## src/rtl/rxbuf_pkg.sv

```systemverilog
package rxbuf_pkg;

  localparam int unsigned RX_DATA_W = 8;

  typedef struct packed {
    logic [RX_DATA_W-1:0] data;
    logic                 ninth;
    logic                 ferr;
  } rx_entry_t;

  // Next slot index for a ring of 'depth' slots.
  function automatic int unsigned ring_next(int unsigned p, int unsigned depth);
    return (p + 1 >= depth) ? 0 : p + 1;
  endfunction

  // Occupancy after one cycle of buffered operation.
  function automatic int unsigned level_step(int unsigned lvl, logic push, logic pop);
    int unsigned r;
    r = lvl;
    if (push) r = r + 1;
    if (pop)  r = r - 1;
    return r;
  endfunction

endpackage

```

## src/rtl/rxbuf_cfg.sv

```systemverilog
module rxbuf_cfg (
  input  logic clk,
  input  logic rst_n,
  input  logic cfg_we,
  input  logic cfg_nobuf,
  output logic nobuf_q
);
  always_ff @(posedge clk or negedge rst_n) begin
    if (!rst_n)      nobuf_q <= 1'b0;
    else if (cfg_we) nobuf_q <= cfg_nobuf;
  end
endmodule

```

## src/rtl/rxbuf_store.sv

```systemverilog
module rxbuf_store
  import rxbuf_pkg::*;
#(
  parameter int unsigned DEPTH = 8,
  parameter int unsigned PTR_W = 3
) (
  input  logic             clk,
  input  logic             rst_n,
  input  logic             wr_en,
  input  logic [PTR_W-1:0] wr_addr,
  input  rx_entry_t        wr_entry,
  input  logic [PTR_W-1:0] rd_addr,
  output rx_entry_t        rd_entry
);
  rx_entry_t slot_q [DEPTH];

  for (genvar i = 0; i < DEPTH; i++) begin : g_slot
    always_ff @(posedge clk or negedge rst_n) begin
      if (!rst_n)
        slot_q[i] <= '0;
      else if (wr_en && (wr_addr == PTR_W'(i)))
        slot_q[i] <= wr_entry;
    end
  end

  always_comb begin
    rd_entry = '0;
    for (int i = 0; i < DEPTH; i++)
      if (rd_addr == PTR_W'(i)) rd_entry = slot_q[i];
  end
endmodule

```

## src/rtl/rxbuf_ctrl.sv

```systemverilog
module rxbuf_ctrl
  import rxbuf_pkg::*;
#(
  parameter int unsigned DEPTH = 8,
  parameter int unsigned PTR_W = 3,
  parameter int unsigned CNT_W = 4
) (
  input  logic             clk,
  input  logic             rst_n,
  input  logic             push_req,
  input  logic             pop_req,
  input  logic             shutdown,
  input  logic             cfg_we,
  input  logic             nobuf,
  output logic             wr_en,
  output logic [PTR_W-1:0] wr_addr,
  output logic [PTR_W-1:0] rd_addr,
  output logic [CNT_W-1:0] level,
  output logic             full,
  output logic             ovf_ev,
  output logic             push_ev,
  output logic             pop_ev,
  output logic             flush_ev
);
  logic [PTR_W-1:0] rd_q, rd_d, wr_q, wr_d;
  logic [CNT_W-1:0] lvl_q, lvl_d;
  logic             held, quiet;

  assign held  = (lvl_q != '0);
  assign full  = (lvl_q == CNT_W'(DEPTH));
  assign quiet = !shutdown && !cfg_we;

  // Event decode: a read is taken first, so a full buffer with a read
  // in the same cycle has room for the arrival.
  assign pop_ev   = quiet && pop_req && held;
  assign ovf_ev   = quiet && push_req && !nobuf && full && !pop_ev;
  assign push_ev  = quiet && push_req && !ovf_ev;
  assign flush_ev = shutdown || cfg_we || ovf_ev;

  always_comb begin
    rd_d  = rd_q;
    wr_d  = wr_q;
    lvl_d = lvl_q;
    if (flush_ev) begin
      rd_d  = '0;
      wr_d  = '0;
      lvl_d = '0;
    end else if (nobuf) begin
      rd_d = '0;
      wr_d = '0;
      if (push_ev)     lvl_d = CNT_W'(1);
      else if (pop_ev) lvl_d = '0;
    end else begin
      if (pop_ev)  rd_d = PTR_W'(ring_next(32'(rd_q), DEPTH));
      if (push_ev) wr_d = PTR_W'(ring_next(32'(wr_q), DEPTH));
      lvl_d = CNT_W'(level_step(32'(lvl_q), push_ev, pop_ev));
    end
  end

  always_ff @(posedge clk or negedge rst_n) begin
    if (!rst_n) begin
      rd_q  <= '0;
      wr_q  <= '0;
      lvl_q <= '0;
    end else begin
      rd_q  <= rd_d;
      wr_q  <= wr_d;
      lvl_q <= lvl_d;
    end
  end

  assign wr_en   = push_ev;
  assign wr_addr = nobuf ? '0 : wr_q;
  assign rd_addr = rd_q;
  assign level   = lvl_q;
endmodule

```

## src/rtl/rx_char_buffer.sv

```systemverilog
module rx_char_buffer
  import rxbuf_pkg::*;
#(
  parameter int unsigned DEPTH = 8
) (
  input  logic                 clk,
  input  logic                 rst_n,
  input  logic                 in_valid,
  input  logic [RX_DATA_W-1:0] in_data,
  input  logic                 in_ninth,
  input  logic                 in_ferr,
  input  logic                 rd_strobe,
  input  logic                 shutdown,
  input  logic                 cfg_we,
  input  logic                 cfg_nobuf,
  output logic                 cfg_nobuf_q,
  output logic                 rx_avail,
  output logic [RX_DATA_W-1:0] rx_data,
  output logic                 rx_ninth,
  output logic                 rx_ferr
);
  localparam int unsigned PTR_W = (DEPTH > 1) ? $clog2(DEPTH) : 1;
  localparam int unsigned CNT_W = $clog2(DEPTH + 1);

  // Named internal events, observed by the bound checker.
  logic             wr_en, full, ovf_ev, push_ev, pop_ev, flush_ev;
  logic [PTR_W-1:0] wr_addr, rd_addr;
  logic [CNT_W-1:0] level;
  rx_entry_t        in_entry, head;

  assign in_entry = '{data: in_data, ninth: in_ninth, ferr: in_ferr};

  rxbuf_cfg u_cfg (
    .clk       (clk),
    .rst_n     (rst_n),
    .cfg_we    (cfg_we),
    .cfg_nobuf (cfg_nobuf),
    .nobuf_q   (cfg_nobuf_q)
  );

  rxbuf_ctrl #(.DEPTH(DEPTH), .PTR_W(PTR_W), .CNT_W(CNT_W)) u_ctrl (
    .clk      (clk),
    .rst_n    (rst_n),
    .push_req (in_valid),
    .pop_req  (rd_strobe),
    .shutdown (shutdown),
    .cfg_we   (cfg_we),
    .nobuf    (cfg_nobuf_q),
    .wr_en    (wr_en),
    .wr_addr  (wr_addr),
    .rd_addr  (rd_addr),
    .level    (level),
    .full     (full),
    .ovf_ev   (ovf_ev),
    .push_ev  (push_ev),
    .pop_ev   (pop_ev),
    .flush_ev (flush_ev)
  );

  rxbuf_store #(.DEPTH(DEPTH), .PTR_W(PTR_W)) u_store (
    .clk      (clk),
    .rst_n    (rst_n),
    .wr_en    (wr_en),
    .wr_addr  (wr_addr),
    .wr_entry (in_entry),
    .rd_addr  (rd_addr),
    .rd_entry (head)
  );

  assign rx_avail = (level != '0);
  assign rx_data  = head.data;
  assign rx_ninth = head.ninth;
  assign rx_ferr  = head.ferr;
endmodule

```

## config.mk

```make
export PLATFORM = sky130hd
export DESIGN_NAME = rx_char_buffer
export DESIGN_NICKNAME = d
export VERILOG_FILES = /design/src/rtl/rxbuf_pkg.sv /design/src/rtl/rxbuf_cfg.sv /design/src/rtl/rxbuf_store.sv /design/src/rtl/rxbuf_ctrl.sv /design/src/rtl/rx_char_buffer.sv
export SDC_FILE = /design/constraint.sdc
export NUM_CORES = 1
export LEC_CHECK = 0
export BUFFER_PORTS_ARGS = -buffer_cell sky130_fd_sc_hd__buf_2
export CORE_UTILIZATION = 35
export DETAILED_ROUTE_END_ITERATION = 6
export PLACE_DENSITY_LB_ADDON = 0.2
export SETUP_SLACK_MARGIN = 0.15
export SYNTH_ARGS = -nofsm -noshare
export SYNTH_HDL_FRONTEND = slang
export SYNTH_SLANG_ARGS = --single-unit
export TNS_END_PERCENT = 100
```

## constraint.sdc

```tcl
create_clock -name clk -period 4.04 [get_ports clk]
set_clock_uncertainty 0.05 [all_clocks]
set_input_delay 0.404 -clock clk [delete_from_list [all_inputs] [get_ports clk]]
set_output_delay 0.404 -clock clk [all_outputs]
set_load 0.1 [all_outputs]
```

==> results of run 1 <==
[cells in the mapped netlist (8+ instances only)]
library cell | number | area [um2]
a21oi_1 | 32 | 160
mux2_4 | 26 | 390
ha_1 | 9 | 113
inv_1 | 23 | 86.3
a221oi_1 | 12 | 105
a221o_1 | 8 | 80.1
o21ai_0 | 25 | 125
clkbuf_1 | 20 | 75.1
nor2_1 | 24 | 90.1
nand3_1 | 11 | 55.1
dfrtp_1 | 91 | 2280
nand2_1 | 42 | 158
nand2b_1 | 8 | 50.1
a21o_1 | 8 | 60.1
mux2_2 | 53 | 597
[critical path: stages, from the launching register on]
cell	delay (ns)
dfrtp_1	0.32
buf_4	0.21
inv_1	0.06
buf_4	0.19
ha_1	0.47
nor2_1	0.26
buf_4	0.22
nand3_1	0.10
a221oi_1	0.37
a221o_1	0.16
buf_2	0.42
[where the power goes]
part           internal [mW]  total (mW)  switching, mW
clock                  0.440       0.770          0.330
sequential             0.949       0.974         0.0252
combinational          0.109       0.389          0.280
[per-layer routing]
metal / vias to the layer above / share of wire, % / track usage, %
li1: 1640 / - / -
met1: 1747 / 47 / 23.4
met2: 68 / 47 / 28.9
met3: 12 / 4.2 / 4.81
met4: 0 / 1.4 / 4.94
met5: - / 0 / 0
[logic make-up after synthesis]
logic type                 count (synthesis)  share of synthesized area (%)
xor gates and xnor gates                   6                           1.07
adders and majority gates                  9                           2.30
and+or+nand+nor                          109                           11.8
AOI/OAI and AO/OA                        100                           13.4
buffers and inverters                     51                           4.73
muxes                                     79                           20.2
DFF                                       91                           46.5
[through the flow]
stage	hold slack, ns	total power, mW
2_1_floorplan	0.0584	1.29
3_3_place_gp	0.436	1.38
3_5_place_dp	0.436	1.38
4_1_cts	0.192	2.16
5_1_grt	0.208	2.23
6_report	0.139	2.13
[flip-flops by register name, summed over array words and instances, names as in the netlist]
register	count
u_ctrl.rd_addr	3
u_ctrl.wr_q	3
u_cfg.nobuf_q	1
u_ctrl.level	4
u_store.slot_q	80
[worst paths after layout]
path / cells after the start / from / end / slack (ns)
min in group clk: 3 / cfg_nobuf / u_cfg.nobuf_q$_DFFE_PN0P_ / 0.22
worst max-delay path: 10 / u_ctrl.rd_addr[2]$_DFFE_PN0P_ / rx_data[3] / 0.45
worst min-delay path: 1 / rst_n / u_store.slot_q[73]$_DFFE_PN0P_ / 0.14
max in group asynchronous: 2 / rst_n / u_store.slot_q[56]$_DFFE_PN0P_ / 2.92
worst max register to register: 7 / u_ctrl.level[0]$_DFFE_PN0P_ / u_store.slot_q[43]$_DFFE_PN0P_ / 1.27
worst min register to register: 1 / u_store.slot_q[54]$_DFFE_PN0P_ / u_store.slot_q[54]$_DFFE_PN0P_ / 0.45
[final cells by class]
class | instances | area share [%]
Inverter | 23 | 1.57
Timing Repair Buffer | 42 | 4.50
Clock inverter | 3 | 0.273
Tap cell | 176 | 4.00
Multi-Input combinational cell | 303 | 43.7
Sequential cell | 91 | 41.4
Clock buffer | 11 | 4.60
==> out/results.ini, run 1 <==
[outcome]
status = completed

[yosys]
ys_seq_elements = 91
synthFlopType = dfrtp_1
yosysWarnings = 0
syn-num-nets = 471
avgSynthCellArea_um2 = 11.0
synth_area_um2 = 4900
synth_edf_count = 0
async_flop_share_pct = 100
syn-instance-count = 445
yosys.cell_types.count = 46
synth_seq_area_share_pct = 46.5

[sta]
period_minus_slack_ns = 3.59
slew_headroom_pct = 29.7
tns_ns = 0
rsz0062_at_grt = false
finalMaxSlewViolations = 0
max_freq_ghz = 0.279
timing.final.ws_setup_ns = 0.452
tightest_slew_ns = 1.05
hold_violations = 0
setup_viol = 0
fin_crit_sh_pct = 88.8

[setup_path]
crit_path_end_kind = output port
critPathMaxFanout = 21
crit_required_ns = 3.59
worstSetupPathType = reg2out
cp.arrival_ns = 3.13
startpoint_type = flop

[layout]
seqCellArea_um2 = 2280
num-fill-cells = 1333
area_delta_synth_final_pct = 12.3
layout-drive-gt1-share_pct = 31.5
final_core_util_pct = 40.9
final_cell_area_um2 = 5500
antenna_cells = 0
final_cell_mix = 91 x dfrtp_1, 53 x mux2_2, 42 x nand2_1
final_common_cell = dfrtp_1
fin_cells = 649
multi_input_area_um2 = 2400
final_nets = 496

[global_route]
grt_pass1_wl_um = 19300
grt_pass1_vias = 3527
antenna_found_initial = 0
grt_use_total_pct = 17.8
grt_max_degree = 72
grt_overflow = 0

[floorplanning]
rows = 42
core_area_um2 = 13500
start_util_pct = 36.4
io_pins = 29
die_y_um = 120
die_area_um2 = 14500
fp.dieW_um = 120

[clock_tree]
ctsLongestPathBuffers = 2
cts_resized = 0
clkLatencyLatePin_ns = 0.34
htreeDepth = 3
cts_sinks = 91
hold_buffers = 0
cts_tree = done
cts_buffers = 9
cts.clk_slew.worst_paths_ns = 0.06
root_buffer = clkbuf_16
cts_setup_buffers = 0

[hold_path]
hold_path.class = in2async

[placement]
hpwl_um = 7450
placedCellCount = 635
routabilityCongestion = 0.807
post-place-ws_ns = 0.789
io_buffers = 28
postPlaceCellArea_um2 = 5230

[routing]
drc_errors = 0
drt_pass1_iterations = 4
drt_iter0_drc = 201
wl_per_cell_um = 18.4
vias = 3467
postRouteAntennaNets = 0
viasPerCell = 5.34
drt_wl_total_um = 11900

[power]
vdd_drop_max_mv = 0.214
power_leakage_nw = 2.64
power.density_nw_per_um2 = 388

[job]
max_cap_violations = 0

Note: power is estimated with default switching activity, not from simulation.
==> run 2: changes to the inputs <==
--- a/config.mk
+++ b/config.mk
@@ -5,9 +5,9 @@
 export SDC_FILE = /design/constraint.sdc
 export NUM_CORES = 1
 export LEC_CHECK = 0
-export BUFFER_PORTS_ARGS = -buffer_cell sky130_fd_sc_hd__buf_2
 export CORE_UTILIZATION = 35
 export DETAILED_ROUTE_END_ITERATION = 6
+export DONT_BUFFER_PORTS = 1
 export PLACE_DENSITY_LB_ADDON = 0.2
 export SETUP_SLACK_MARGIN = 0.15
 export SYNTH_ARGS = -nofsm -noshare
==> run 2 against run 1 <==
Count of clock-buffer cells in the layout up 1. Worst setup slack improved by 0.34 ns. Core utilization shrank 0.11 points. Clock power up 0.5%. Largest power group unchanged. Die area stayed put. Routed wire length down 1.6%. Total power rose by 0.12%. Cell area decreased by 0.27%. Sequential power hardly changed.
==> out/results.ini, run 2 (synthesis results as in run 1) <==
[outcome]
status = completed

[sta]
fin_crit_sh_pct = 80.3
period_minus_slack_ns = 3.24
setup_viol = 0
hold_violations = 0
tightest_slew_ns = 0.999
tns_ns = 0
rsz0062_at_grt = false
finalMaxSlewViolations = 0
timing.final.ws_setup_ns = 0.796
slew_headroom_pct = 32.9
max_freq_ghz = 0.308

[setup_path]
critPathMaxFanout = 13
crit_path_top_delay_cell = nor3b_2
cp.arrival_ns = 2.79
crit_path_end_kind = output port
worstSetupPathType = reg2out
crit_required_ns = 3.59
reg2reg_to = u_store.slot_q[48]$_DFFE_PN0P_
cpPeakStageDelay_ns = 0.63
crit_top_cell = buf_4
cp.buffers_inverters = 3
r2r_setup_slack_ns = 1.26
worstReg2RegStart = u_ctrl.level[0]$_DFFE_PN0P_
path_delay_family = buffers and inverters
startpoint_type = flop
crit_chain = inv_1, ha_1, nor3b_2, buf_4, a221o_1, buf_4
worstRegToRegCells = 7

[layout]
final_cell_area_um2 = 5490
fin_cells = 633
final_core_util_pct = 40.8
final_common_cell = dfrtp_1
antenna_cells = 0
layout-drive-gt1-share_pct = 28.4
area_delta_synth_final_pct = 12.0
final_nets = 480
final_cell_mix = 91 x dfrtp_1, 53 x mux2_2, 42 x nand2_1
regMostFlops = u_store.slot_q
largest_reg_flops = 80

[floorplanning]
die_area_um2 = 14500
rows = 42
die_y_um = 120
core_area_um2 = 13500
io_pins = 29
fp.dieW_um = 120
start_util_pct = 36.4

[global_route]
grt_max_degree = 92
grt_pass1_vias = 3355
grt_busiest_layer = met2
met3_usage_pct = 4.29
use_met2_pct = 27.9
use_met1_pct = 23.4
grt_pass1_wl_um = 18900
antenna_found_initial = 0
grt_overflow = 0
grt_use_total_pct = 17.4

[clock_tree]
cts_setup_buffers = 0
cts.clk_slew.worst_paths_ns = 0.06
clkLatencyLatePin_ns = 0.34
hold_buffers = 2
ctsLongestPathBuffers = 2
cts_tree = done
cts_resized = 0
cts_sinks = 91
root_buffer = clkbuf_16
htreeDepth = 3
cts_buffers = 9

[power]
power.density_nw_per_um2 = 389
vdd_drop_max_mv = 0.199
power_leakage_nw = 2.59

[job]
max_cap_violations = 0

[placement]
hpwl_um = 7200
placedCellCount = 617
io_buffers = 0
postPlaceCellArea_um2 = 5190
post-place-ws_ns = 1.16
routabilityCongestion = 0.821

[routing]
drc_errors = 0
postRouteAntennaNets = 0
vias = 3403
viasPerCell = 5.38
drt_pass1_iterations = 4
wl_per_cell_um = 18.5
drt_wl_total_um = 11700
drt_iter0_drc = 239

[hold_path]
whs_endpoint = u_ctrl.level[0]$_DFFE_PN0P_
hold_path.class = in2reg
holdPathStages = 1
hp-start = in_valid

[run 2: how the worst max path moves through the flow]
stage                                   from         end  slack, ns  depth (start not counted)
2_1_floorplan  u_ctrl.rd_addr[2]$_DFFE_PN0P_     rx_ferr       0.58                          8
3_3_place_gp   u_ctrl.rd_addr[0]$_DFFE_PN0P_    rx_ninth       1.22                          6
3_5_place_dp   u_ctrl.rd_addr[0]$_DFFE_PN0P_    rx_ninth       1.16                          6
4_1_cts        u_ctrl.rd_addr[0]$_DFFE_PN0P_    rx_ninth       0.78                          6
5_1_grt        u_ctrl.rd_addr[0]$_DFFE_PN0P_  rx_data[1]       0.61                          9
6_report       u_ctrl.rd_addr[0]$_DFFE_PN0P_    rx_ninth       0.80                          6
[run 2: layout make-up]
| type | instances | area, um2 |
|---|---|---|
| Tap cell | 176 | 220 |
| Inverter | 23 | 86.3 |
| Timing Repair Buffer | 26 | 218 |
| Multi-Input combinational cell | 303 | 2420 |
| Clock inverter | 2 | 13.8 |
| Clock buffer | 12 | 246 |
| Sequential cell | 91 | 2280 |
| Fill cell | 1357 | 7970 |
[run 2: worst register-to-register path, cell delays in order, from the launching register on]
cell and delay (ns):
dfrtp_1 0.50, inv_1 0.10, ha_1 0.22, nand3b_1 0.10
or2_1 0.23, and4_4 0.33, and4b_1 0.78, mux2_4 0.36
[run 2: through the flow]
step	total power, mW	hold slack [ns]
detailed placement	1.36	0.0614
floorplan	1.29	0.0584
finish	2.14	0.0919
global placement	1.36	0.0621
CTS	2.17	0.0766
global route	2.22	0.0831
[run 2: power by group]
| group | internal [mW] | leakage, nW | total [mW] | switching (mW) |
|---|---|---|---|---|
| registers | 0.949 | 1.23 | 0.973 | 0.0242 |
| clock network | 0.428 | 0.128 | 0.774 | 0.346 |
| logic | 0.123 | 1.23 | 0.389 | 0.266 |
| total | 1.50 | 2.59 | 2.14 | 0.636 |
[run 2: metal layers]
| layer | share of wire (%) | vias to the layer above |
|---|---|---|
| met2 | 47 | 78 |
| met4 | 1.1 | 0 |
| met5 | 0 | - |
| met3 | 5.0 | 10 |
| met1 | 47 | 1702 |
| li1 | - | 1613 |
